--- src/rtl/mpt_pkg.sv ---
package mpt_pkg;
  localparam int PHASE_W     = 8;
  localparam int PHASE_STEPS = 1 << PHASE_W;

  typedef logic [PHASE_W-1:0] phase_t;

  typedef struct packed {
    phase_t ph;
    logic   insync;
  } stamp_t;
endpackage

--- src/rtl/mpt_edge_sync.sv ---
module mpt_edge_sync #(
  parameter int STAGES = 2
) (
  input  logic clk,
  input  logic rst_n,
  input  logic din,
  input  logic en,
  output logic rise
);
  // sh[STAGES-1] is the last synchroniser flop, sh[STAGES] the history flop
  logic [STAGES:0] sh;

  always_ff @(posedge clk) begin
    if (!rst_n) sh <= '0;
    else        sh <= {sh[STAGES-1:0], din};
  end

  assign rise = en & sh[STAGES-1] & ~sh[STAGES];
endmodule

--- src/rtl/mpt_period_track.sv ---
module mpt_period_track #(
  parameter int MIN_PERIOD = 750000,
  parameter int MAX_PERIOD = 1150000,
  parameter int CNT_W      = 22
) (
  input  logic             clk,
  input  logic             rst_n,
  input  logic             edge_in,
  output logic             restart,
  output logic             locked,
  output logic [CNT_W-1:0] period
);
  localparam logic [CNT_W-1:0] MIN_V = CNT_W'(MIN_PERIOD);
  localparam logic [CNT_W-1:0] MAX_V = CNT_W'(MAX_PERIOD);
  localparam logic [CNT_W-1:0] TMO_V = CNT_W'(2 * MAX_PERIOD);

  logic [CNT_W-1:0] t;
  logic [CNT_W-1:0] meas;
  logic             early, late;

  assign meas    = t + CNT_W'(1);
  assign early   = meas < MIN_V;
  assign late    = meas > MAX_V;
  assign restart = edge_in & ~early;

  always_ff @(posedge clk) begin
    if (!rst_n) begin
      t      <= '0;
      locked <= 1'b0;
      period <= MAX_V;
    end else if (restart) begin
      t <= '0;
      if (late) begin
        locked <= 1'b0;
      end else begin
        locked <= 1'b1;
        period <= meas;
      end
    end else begin
      if (t != TMO_V) t <= t + CNT_W'(1);
      if (locked && t == TMO_V - CNT_W'(1)) locked <= 1'b0;
    end
  end

  AST_PERIOD_IN_WINDOW: assert property (@(posedge clk) disable iff (!rst_n)
    locked |-> (period >= MIN_V && period <= MAX_V));
  AST_LOCK_NEEDS_EDGE: assert property (@(posedge clk) disable iff (!rst_n)
    $rose(locked) |-> $past(edge_in));
  AST_TIMER_CAPPED: assert property (@(posedge clk) disable iff (!rst_n)
    t <= TMO_V);
endmodule

--- src/rtl/mpt_phase_gen.sv ---
module mpt_phase_gen
  import mpt_pkg::*;
#(
  parameter int CNT_W = 22
) (
  input  logic             clk,
  input  logic             rst_n,
  input  logic             restart,
  input  logic             locked,
  input  logic [CNT_W-1:0] period,
  output phase_t           phase
);
  localparam logic [CNT_W-1:0] STEP = CNT_W'(PHASE_STEPS);

  logic [CNT_W-1:0] acc;
  logic [CNT_W-1:0] sum;

  assign sum = acc + STEP;

  always_ff @(posedge clk) begin
    if (!rst_n) begin
      acc   <= '0;
      phase <= '0;
    end else if (restart || !locked) begin
      acc   <= '0;
      phase <= '0;
    end else if (sum >= period) begin
      acc   <= sum - period;
      phase <= phase + phase_t'(1);
    end else begin
      acc <= sum;
    end
  end

  AST_PHASE_STEP: assert property (@(posedge clk) disable iff (!rst_n)
    (locked && !restart) |=> (phase == $past(phase) || phase == $past(phase) + 8'd1));
  AST_UNLOCKED_ZERO: assert property (@(posedge clk) disable iff (!rst_n)
    !locked |=> phase == 8'd0);
endmodule

--- src/rtl/mpt_event_unit.sv ---
module mpt_event_unit
  import mpt_pkg::*;
(
  input  logic   clk,
  input  logic   rst_n,
  input  logic   locked,
  input  phase_t phase,
  input  phase_t tx_offset,
  input  logic   tx_req_valid,
  output logic   tx_req_ready,
  output logic   tx_start,
  output logic   tx_unsync,
  input  logic   rx_detect,
  input  logic   rx_ts_ready,
  output logic   rx_ts_valid,
  output phase_t rx_ts_phase,
  output logic   rx_ts_insync
);
  logic   pending;
  logic   fire;
  logic   take;
  stamp_t slot;

  assign tx_req_ready = ~pending;
  assign fire         = pending & (~locked | (phase == tx_offset));

  always_ff @(posedge clk) begin
    if (!rst_n) begin
      pending   <= 1'b0;
      tx_start  <= 1'b0;
      tx_unsync <= 1'b0;
    end else begin
      if (!pending)  pending <= tx_req_valid;
      else if (fire) pending <= 1'b0;
      tx_start  <= fire;
      tx_unsync <= fire & ~locked;
    end
  end

  assign take = rx_detect & (~rx_ts_valid | rx_ts_ready);

  always_ff @(posedge clk) begin
    if (!rst_n) begin
      rx_ts_valid <= 1'b0;
      slot        <= '0;
    end else if (take) begin
      rx_ts_valid <= 1'b1;
      slot        <= '{ph: phase, insync: locked};
    end else if (rx_ts_ready) begin
      rx_ts_valid <= 1'b0;
    end
  end

  assign rx_ts_phase  = slot.ph;
  assign rx_ts_insync = slot.insync;

  AST_START_PULSE: assert property (@(posedge clk) disable iff (!rst_n)
    tx_start |=> !tx_start);
  AST_START_AT_OFFSET: assert property (@(posedge clk) disable iff (!rst_n)
    (tx_start && !tx_unsync) |-> ($past(phase) == $past(tx_offset) && $past(locked)));
  AST_UNSYNC_RELEASE: assert property (@(posedge clk) disable iff (!rst_n)
    (tx_start && tx_unsync) |-> !$past(locked));
  AST_RX_HOLD: assert property (@(posedge clk) disable iff (!rst_n)
    (rx_ts_valid && !rx_ts_ready) |=> (rx_ts_valid && $stable(rx_ts_phase) && $stable(rx_ts_insync)));
endmodule

--- src/rtl/mains_phase_timer.sv ---
module mains_phase_timer
  import mpt_pkg::*;
#(
  parameter int MIN_PERIOD  = 750000,
  parameter int MAX_PERIOD  = 1150000,
  parameter int SYNC_STAGES = 2
) (
  input  logic       clk,
  input  logic       rst_n,
  input  logic       zc_raw,
  input  logic       zc_enable,
  input  logic [7:0] tx_offset,
  input  logic       tx_req_valid,
  output logic       tx_req_ready,
  output logic       tx_start,
  output logic       tx_unsync,
  input  logic       rx_detect,
  output logic       rx_ts_valid,
  input  logic       rx_ts_ready,
  output logic [7:0] rx_ts_phase,
  output logic       rx_ts_insync,
  output logic [7:0] phase,
  output logic       sync_lost
);
  localparam int CNT_W = $clog2(2 * MAX_PERIOD + 2);

  logic             zc_rise;
  logic             restart;
  logic             locked;
  logic [CNT_W-1:0] period;

  mpt_edge_sync #(.STAGES(SYNC_STAGES)) u_sync (
    .clk(clk), .rst_n(rst_n), .din(zc_raw), .en(zc_enable), .rise(zc_rise)
  );

  mpt_period_track #(
    .MIN_PERIOD(MIN_PERIOD), .MAX_PERIOD(MAX_PERIOD), .CNT_W(CNT_W)
  ) u_track (
    .clk(clk), .rst_n(rst_n), .edge_in(zc_rise),
    .restart(restart), .locked(locked), .period(period)
  );

  mpt_phase_gen #(.CNT_W(CNT_W)) u_phase (
    .clk(clk), .rst_n(rst_n), .restart(restart), .locked(locked),
    .period(period), .phase(phase)
  );

  mpt_event_unit u_evt (
    .clk(clk), .rst_n(rst_n), .locked(locked), .phase(phase),
    .tx_offset(tx_offset), .tx_req_valid(tx_req_valid),
    .tx_req_ready(tx_req_ready), .tx_start(tx_start), .tx_unsync(tx_unsync),
    .rx_detect(rx_detect), .rx_ts_ready(rx_ts_ready), .rx_ts_valid(rx_ts_valid),
    .rx_ts_phase(rx_ts_phase), .rx_ts_insync(rx_ts_insync)
  );

  assign sync_lost = ~locked;
endmodule

--- config.mk ---
export PLATFORM = sky130hd
export DESIGN_NAME = mains_phase_timer
export DESIGN_NICKNAME = d
export VERILOG_FILES = /design/src/rtl/mpt_pkg.sv /design/src/rtl/mpt_edge_sync.sv /design/src/rtl/mpt_period_track.sv /design/src/rtl/mpt_phase_gen.sv /design/src/rtl/mpt_event_unit.sv /design/src/rtl/mains_phase_timer.sv
export SDC_FILE = /design/constraint.sdc
export NUM_CORES = 1
export LEC_CHECK = 0
export BUFFER_PORTS_ARGS = -buffer_cell sky130_fd_sc_hd__buf_4
export CAP_MARGIN = 20
export CORE_MARGIN = 3
export CORE_UTILIZATION = 51
export DETAILED_ROUTE_END_ITERATION = 16
export PLACE_DENSITY = 0.69
export SLEW_MARGIN = 5
export SYNTH_ARGS = -nofsm -noshare
export SYNTH_HDL_FRONTEND = slang
export SYNTH_HIERARCHICAL = 1
export SYNTH_SLANG_ARGS = --single-unit
--- constraint.sdc ---
create_clock -name clk -period 8.55 [get_ports clk]
set_input_delay 1.71 -clock clk [delete_from_list [all_inputs] [get_ports clk]]
set_output_delay 1.71 -clock clk [all_outputs]
set_load 0.005 [all_outputs]
# Word level (Yosys, flattened, before mapping)
# Index checks and enable logic that the tools add are counted.
word_totals:
  inputBits: 15
  mem_count: 0
  mem_bits_rw: 0
  elab_cells: 53
  romBits: 0
  latch_bits: 0
  ff_bits: 91
  output_inout_bits: 22
op_classes:
  mul: 0
  reduce_logical: 8
  eq_ne: 3
  n_mux: 8
  magnitude_cmp: 3
  n_bitwise: 15
  n_div: 0
  shift: 0
  add_sub_neg: 4
ops:
  columns: ["op", "count"]
  rows:
  - ["22-bit by 1-bit adder with 22-bit output (second input constant)", 1]
  - ["22-bit by 9-bit adder with 22-bit output (second input constant)", 1]
  - ["22-bit equality test (second input constant)", 1]
  - ["22-bit greater-or-equal comparator", 1]
  - ["22-bit by 21-bit > comparator with 1-bit output (second input constant)", 1]
  - ["22-bit by 20-bit less-than comparator with 1-bit output (second input constant)", 1]
  - ["22-bit two-way mux", 1]
  - ["22-bit inequality test (second input constant)", 1]
  - ["22-bit subtractor", 1]
  - ["8-bit by 1-bit adder with 8-bit output (second input constant)", 1]
  - ["8-bit equality test", 1]
  - ["1-bit two-way mux", 7]
  - ["1-bit NOT", 7]
  - ["1-bit bitwise AND", 6]
  - ["2-bit nonzero test", 2]
  - ["2-bit OR reduction", 2]
  - ["1-bit OR", 2]
  - ["2-bit AND reduction", 1]
  - ["1-bit logical AND", 1]
  - ["1-bit zero test", 1]
  - ["1-bit logical OR", 1]

# Logic depth before layout (Yosys ltp)
# Gate-level depths: netlist of run 1.
logic_depth:
  depth_word: 6
  depth_mapped: 17
  depth_no_buf: 14

# Cells and area by module
# Netlist of run 1, hierarchy kept.
modules_own_cells:
  columns: ["module", "n_inst", "cells_per_inst", "seq_area_each_um2", "area_each_um2"]
  rows:
  - ["mpt_phase_gen", 1, 335, 600.6, 2628.8]
  - ["mpt_period_track", 1, 287, 900.9, 2534.9]
  - ["mpt_event_unit", 1, 53, 260.2, 556.8]
  - ["mpt_edge_sync", 1, 7, 60.1, 87.6]
  - ["mains_phase_timer", 1, 1, 0.0, 3.8]

# Worst setup path after synthesis of run 1
# No wires, ideal clock.
synth_timing:
  path_kind: "input-to-reg"
  from: "input zc_enable"
  to: "register u_phase.phase[6]"
  path_buffers: 3
  setup_slack_ps: 4984
  arrival_ps: 3507
  stages: 11
  required_time_ps: 8491
  path_cell_list: "and3b_1 nor2b_1 a22oi_1 and2_1 buf_6 inv_2 buf_2 nand3b_1 clkbuf_1 or4_1 nand2_1"
synth_between:
  elab_chain_cells: 5
synth_lines:
  columns: ["element", "line", "text"]
  rows:
  - ["start: declaration", "mains_phase_timer.sv:11", "input logic zc_enable,"]
  - ["1-bit bitwise AND (2 in series)", "mpt_edge_sync.sv:18", "assign rise = en & sh[STAGES-1] & ~sh[STAGES];"]
  - ["1-bit bitwise AND", "mpt_period_track.sv:24", "assign restart = edge_in & ~early;"]
  - ["via restart", "mains_phase_timer.sv:28", "logic restart;"]
  - ["1-bit logical OR", "mpt_phase_gen.sv:24", "end else if (restart || !locked) begin"]
  - ["2-bit OR reduction (no line)", null, null]
  - ["end signal: assignment", "mpt_phase_gen.sv:29", "phase <= phase + phase_t'(1);"]
  - ["end: declaration", "mpt_phase_gen.sv:11", "output phase_t phase"]
# The timed path passes the listed nets, and every way through them passes these cells.
# A chain may end at the register's enable or synchronous reset.

# Worst setup path in the final report of run 1
layout_timing:
  from: "register u_track.t[1]"
  to: "register u_phase.phase[6]"
layout_between:
  elab_chain_cells: 6
layout_lines:
  columns: ["element", "line", "text"]
  rows:
  - ["start: declaration", "mpt_period_track.sv:17", "logic [CNT_W-1:0] t;"]
  - ["start signal: assignment", "mpt_period_track.sv:40", "if (t != TMO_V) t <= t + CNT_W'(1);"]
  - ["22-bit by 1-bit adder with 22-bit output", "mpt_period_track.sv:21", "assign meas = t + CNT_W'(1);"]
  - ["22-bit by 20-bit less-than comparator with 1-bit output", "mpt_period_track.sv:22", "assign early = meas < MIN_V;"]
  - ["1-bit NOT", "mpt_period_track.sv:24", null]
  - ["1-bit bitwise AND", "mpt_period_track.sv:24", null]
  - ["via restart", "mains_phase_timer.sv:28", null]
  - ["1-bit logical OR", "mpt_phase_gen.sv:24", null]
  - ["2-bit OR reduction (no line)", null, null]
# The timed path passes the listed nets, and every way through them passes these cells.

==> results.sh, run 1 <==
export IMPL_critPathRequiredTime_ns=8.84
export IMPL_drtIter0Drc=431
export IMPL_final_common_cell="dfxtp_1"
export IMPL_drv_slew=0
export IMPL_die_area_um2=12700
export IMPL_routedWlPerCell_um=16.2
export IMPL_dp_hpwl_um=10200
export IMPL_p_total_mw=0.839
export IMPL_intPower_mw=0.647
export IMPL_coreArea_um2=11000
export IMPL_crit_start="u_track/t[1]"
export IMPL_slowest_delay_ns=0.62
export IMPL_overflow=0
export IMPL_fin_tns_setup_ns=0
export IMPL_relSlewSlack=0.463
export IMPL_cts_hold_buf=0
export IMPL_hold_ws_ns=0.432
export IMPL_drc_errors=0
export IMPL_die_width_um=113
export IMPL_setup_violations=0
export IMPL_num_rows=38
export IMPL_clk_pin_slew_ns=0.06
export IMPL_htreeDepth=3
export IMPL_cts_made_buffers=9
export IMPL_r2r_end="u_phase/phase[6]"
export IMPL_reg2regPathDepth=11
export IMPL_fin_cells=839
export IMPL_synth_area_um2=5810
export IMPL_p_leak_nw=2.37
export IMPL_r2r_start="u_track/t[1]"
export IMPL_gr_usage_all_layers=0.218
export IMPL_rsz0062_at_grt="no"
export IMPL_area_growth_pct=7.97
export IMPL_worstSetupEndpointType="flip-flop"
export IMPL_post_cts_buffers=0
export IMPL_layout_drive_gt1_share=0.119
export IMPL_fin_crit_ns=4.23
export IMPL_ys_warnings_count=6
export IMPL_pin_count=37
export IMPL_fin_worst_skew_ns=0.0100
export IMPL_arrival_ns=4.52
export IMPL_port_buffers=36
export IMPL_vias_per_cell=5.90
export IMPL_netSwitchingPower_mw=0.192
export IMPL_fmax_mhz=236
export IMPL_fillers=989
export IMPL_cts_resized=0
export IMPL_pwr_share_comb=0.031
export IMPL_diodes=0
export IMPL_rrSetupSlack_ns=4.32
export IMPL_min_path_type="reg -> reg"
export IMPL_hold_viol=0
export IMPL_clock_power_share=0.457
export IMPL_critPathKind="reg -> reg"
export IMPL_vdd_drop_max_v=0.0000915
export IMPL_synthCells=683
export IMPL_status="completed"
export IMPL_post_place_cells=823
export IMPL_final_cell_mix="dfxtp_1 (91), nor2_1 (63), nand2_1 (51), a21oi_1 (46)"
export IMPL_switching_share=0.229
export IMPL_clock_sinks=91
export IMPL_antenna_left=0
export IMPL_initial_core_util=0.529
export IMPL_syn_avg_cell_area_um2=8.51
export IMPL_grt_pass1_vias=4582
export IMPL_cp_start_kind="flip-flop"
export IMPL_antenna_found_initial=0
export IMPL_synth_flop_cell="dfxtp_1"
export IMPL_synth_async_sr_flop_share=0
export IMPL_clock_latency_ns=0.35
export IMPL_syn_nets=725
export IMPL_grt_max_degree=32
export IMPL_cts_tree="built"
export IMPL_drt_first_pass_iters=5
export IMPL_gp_congestion=0.889
export IMPL_max_slew_worst_pin_slew_ns=0.805
export IMPL_pwr_density_cell_nw_per_um2=134
export IMPL_grt_pass1_wl_um=23000
export IMPL_cap_violations=0
export IMPL_cts_root_buf="clkbuf_16"
export IMPL_fin_crit_sh=0.495
export IMPL_clock_tree_buffer_depth=2
export IMPL_crit_chain="ha_1 > and4_1 > nand4_1 > a21oi_1 > a31oi_2 > a22oi_1 > and2_1 > inv_2 > nand3b_1 > or4_1 > nand2_1"
export IMPL_final_net_count=736
export IMPL_synth_edff_count=0
export IMPL_routed_via_count=4952
export IMPL_critPathMaxFanout=21
export IMPL_die_h_um=113
export IMPL_wirelength_um=13600
export IMPL_crit_end="u_phase/phase[6]"
export IMPL_ys_seq_area_frac=0.313
export IMPL_synth_distinct_cells=82
export IMPL_p_seq_frac=0.512
export IMPL_synth_seq_cells=91
export IMPL_slowest_stage="or4_1"
==> synth_stat cells, drive strengths merged, types with 9 or more instances <==
cell / instances / share of area
a21oi: 48 / 0.044
clkbuf: 10 / 0.0067
dfxtp: 91 / 0.31
xnor2: 38 / 0.057
xor2: 25 / 0.038
nor2: 64 / 0.044
nand2: 51 / 0.033
mux2i: 20 / 0.034
a211oi: 25 / 0.034
and3: 9 / 0.0097
nor2b: 12 / 0.013
nand3: 27 / 0.023
nor3: 19 / 0.017
ha: 26 / 0.056
nor4: 14 / 0.020
o21ai: 25 / 0.023
inv: 38 / 0.025
buf: 28 / 0.042
nand4: 13 / 0.019
==> state kept, by name (all words and copies together), names as in the netlist <==
name                flops
u_evt/tx_unsync         1
u_sync/sh               3
u_evt/rx_ts_phase       8
u_track/locked          1
u_evt/rx_ts_insync      1
u_track/t              22
u_track/period         22
u_phase/phase           8
u_evt/pending           1
u_evt/rx_ts_valid       1
u_evt/tx_start          1
u_phase/acc            22
==> metrics by stage <==
stage | worst slack (ns) | utilization | instance area [µm²]
floorplan | 4.98 | - | 5810
global placement | 4.40 | 0.545 | 5990
detailed placement | 4.34 | 0.545 | 5990
CTS | 4.36 | 0.571 | 6270
global route | 3.91 | 0.571 | 6270
finish | 4.32 | 0.571 | 6270
==> routing by layer <==
layer / vias to the layer above / GRT usage / wire, µm
met3: 25 / 0.0321 / 537
met2: 124 / 0.337 / 6100
met5: - / 0 / 0
met4: 0 / 0.0938 / 360
met1: 2331 / 0.305 / 6570
li1: 2472 / - / -
==> critical path: cells and delay by family, from the launching register on <==
family / cells / cell delay (ns)
fa+ha+maj: 1 / 0.43
simple gates: 6 / 2.37
buf+inv: 1 / 0.27
flops: 1 / 0.49
compound gates: 3 / 0.59
==> cells by family after synthesis <==
| group | after synthesis | share of synthesized area |
|---|---|---|
| and+or+nand+nor | 251 | 0.235 |
| AOI/OAI and AO/OA | 153 | 0.187 |
| DFF | 91 | 0.313 |
| buffers and inverters | 77 | 0.0741 |
| xor gates and xnor gates | 63 | 0.0949 |
| adders and majority gates | 27 | 0.0594 |
| muxes | 21 | 0.0364 |
==> worst min-delay path by stage <==
stage / start / end / slack, ns / cells after the start
global placement: u_track/period[21] / u_track/period[21] / 0.42 / 2
finish: u_track/period[21] / u_track/period[21] / 0.43 / 2
floorplan: u_track/period[21] / u_track/period[21] / 0.41 / 2
global route: u_track/period[21] / u_track/period[21] / 0.44 / 2
CTS: u_track/period[21] / u_track/period[21] / 0.43 / 2
detailed placement: u_track/period[21] / u_track/period[21] / 0.42 / 2
==> final cells by class <==
type                       count  area, µm²  share of cell area
clock buffer                  11        243              0.0387
clock inverter                 5       43.8             0.00698
inverter                      39        146              0.0233
multi-input combinational    515       3560               0.567
timing repair buffer          38        285              0.0455
tap                          140        175              0.0279
sequential                    91       1820               0.290
==> power groups by stage <==
stage | logic (mW) | clock network, mW | registers (mW)
6_report | 0.0258 | 0.383 | 0.430
2_1_floorplan | 0.0178 | 0 | 0.437
3_5_place_dp | 0.0258 | 0 | 0.439
5_1_grt | 0.0285 | 0.412 | 0.430
3_3_place_gp | 0.0253 | 0 | 0.439
4_1_cts | 0.0259 | 0.393 | 0.429
(Power assumes the default switching activity.)
==> run 2: changes to the inputs <==
Settings changed: PLACE_DENSITY 0.69 to 0.72.
Clock period 8.55 ns to 3.8 ns, I/O delays scaled along.
==> run 2 against run 1 <==
Effect of this change: sequential share of layout area fell by 0.38 points; flip-flop and latch count did not move; highest routed layer unchanged; clock skew fell by 0.0023 ns; fmax rose by 17%; critical path depth fell by 1; utilization rose by 0.75 points; clock power rose by 120%; count of clock-buffer cells in the layout fell by 1.
==> results.sh, run 2 (synthesized netlist as in run 1, its figures left out) <==
export IMPL_gr_usage_all_layers=0.218
export IMPL_clock_tree_buffer_depth=2
export IMPL_grt_max_degree=32
export IMPL_cts_made_buffers=9
export IMPL_htreeDepth=3
export IMPL_die_area_um2=12700
export IMPL_routedWlPerCell_um=16.0
export IMPL_cts_root_buf="clkbuf_16"
export IMPL_fillers=988
export IMPL_drt_first_pass_iters=5
export IMPL_wirelength_um=13600
export IMPL_hold_viol=0
export IMPL_reg2regPathDepth=10
export IMPL_status="completed"
export IMPL_pin_count=37
export IMPL_fin_crit_ns=3.61
export IMPL_busiest_layer="met2"
export IMPL_clock_latency_ns=0.35
export IMPL_dp_hpwl_um=10200
export IMPL_postLayoutSetupSlackWorst_ns=0.191
export IMPL_arrival_ns=3.84
export IMPL_setup_violations=0
export IMPL_worstHoldPathCells=2
export IMPL_grt_pass1_vias=4640
export IMPL_port_buffers=36
export IMPL_vdd_drop_max_v=0.000280
export IMPL_pre_cts_slack_ns=0.295
export IMPL_final_cell_mix="dfxtp_1 (91), nor2_1 (63), nand2_1 (51), buf_4 (49), a21oi_1 (46)"
export IMPL_routed_via_count=5019
export IMPL_area_growth_pct=9.39
export IMPL_grtUsageMet1=0.303
export IMPL_critPathRequiredTime_ns=4.03
export IMPL_gp_congestion=0.923
export IMPL_r2r_start="u_track/t[1]"
export IMPL_final_common_cell="dfxtp_1"
export IMPL_max_slew_worst_pin_slew_ns=0.571
export IMPL_die_h_um=113
export IMPL_pwr_density_cell_nw_per_um2=297
export IMPL_drtIter0Drc=409
export IMPL_cts_tree="built"
export IMPL_diodes=0
export IMPL_rsz0062_at_grt="no"
export IMPL_fin_crit_sh=0.950
export IMPL_min_path_type="reg -> reg"
export IMPL_clk_pin_slew_ns=0.07
export IMPL_rrSetupSlack_ns=0.19
export IMPL_post_place_cells=834
export IMPL_fin_worst_skew_ns=0.00771
export IMPL_cts_hold_buf=0
export IMPL_cap_violations=0
export IMPL_critPathMaxFanout=10
export IMPL_die_width_um=113
export IMPL_cp_start_kind="flip-flop"
export IMPL_reg_largest_list="u_phase/acc: 22 flops, u_track/period: 22 flops, u_track/t: 22 flops"
export IMPL_fin_cells=850
export IMPL_vias_per_cell=5.90
export IMPL_hold_ws_ns=0.429
export IMPL_drc_errors=0
export IMPL_post_cts_buffers=0
export IMPL_worstSetupEndpointType="flip-flop"
export IMPL_register_area_um2=1820
export IMPL_multi_input_area_um2=3560
export IMPL_coreArea_um2=11000
export IMPL_layout_drive_gt1_share=0.134
export IMPL_p_leak_nw=2.42
export IMPL_cts_resized=0
export IMPL_gr_usage_met2=0.347
export IMPL_drv_slew=0
export IMPL_antenna_found_initial=0
export IMPL_num_rows=38
export IMPL_critPathKind="reg -> reg"
export IMPL_clock_sinks=91
export IMPL_met3_usage=0.0433
export IMPL_relSlewSlack=0.619
export IMPL_fmax_mhz=277
export IMPL_r2r_end="u_track/period[20]"
export IMPL_initial_core_util=0.529
export IMPL_worstHoldEndpoint="u_track/period[21]"
export IMPL_grt_pass1_wl_um=22900
export IMPL_min_from="u_track/period[21]"
export IMPL_final_net_count=747
export IMPL_overflow=0
export IMPL_antenna_left=0
export IMPL_fin_tns_setup_ns=0
-- run 2: cell types whose count changed in the layout (fill, tap and decap cells not counted), sizes merged --
cell,change
clkbuf,-1
clkinvlp,+1
buf,+11
-- run 2: report_power, final --
part | internal (mW) | switching [mW] | total [mW] | leakage, nW
clock | 0.467 | 0.392 | 0.859 | 0.139
combinational | 0.0274 | 0.0318 | 0.0592 | 1.54
sequential | 0.960 | 0.00750 | 0.967 | 0.735
-- run 2: layer usage --
metal	routed length, µm	share of wire	up-vias
met1	6350	0.47	2357
met3	769	0.057	18
met4	214	0.016	0
met2	6230	0.46	155
li1	-	-	2489
met5	0	0	-
-- run 2: per-stage QoR --
stage,total power [mW],utilization,cell area [µm²]
after floorplan,1.02,-,5810
after global placement,1.05,0.553,6070
after detailed placement,1.05,0.553,6070
after CTS,1.91,0.579,6360
after global routing,1.96,0.579,6360
final,1.89,0.579,6360
-- run 2: how the worst max path moves through the flow --
stage          slack, ns  cells after the start         start            endpoint
2_1_floorplan       0.67                     15  u_track/t[6]    u_phase/phase[6]
3_3_place_gp        0.40                     10  u_track/t[1]  u_track/period[20]
3_5_place_dp        0.30                     10  u_track/t[1]  u_track/period[20]
4_1_cts             0.24                     10  u_track/t[1]  u_track/period[20]
5_1_grt             0.02                     11  u_track/t[1]  u_track/period[11]
6_report            0.19                     10  u_track/t[1]  u_track/period[20]
-- run 2: critical path: stages (launching register included) --
cell,delay [ns]
dfxtp_1,0.49
ha_1,0.43
nand4_1,0.40
nor4_1,0.37
a211o_1,0.17
o311ai_1,0.12
a21oi_1,0.26
and4bb_4,0.25
a221o_2,0.48
nor2_8,0.17
mux2_1,0.34
-- run 2: cell type report --
cell class / instances / area share
multi-input combinational: 515 / 0.560
sequential: 91 / 0.287
timing repair buffer: 49 / 0.0579
clock buffer: 10 / 0.0376
tap: 140 / 0.0276
inverter: 39 / 0.0230
clock inverter: 6 / 0.00748
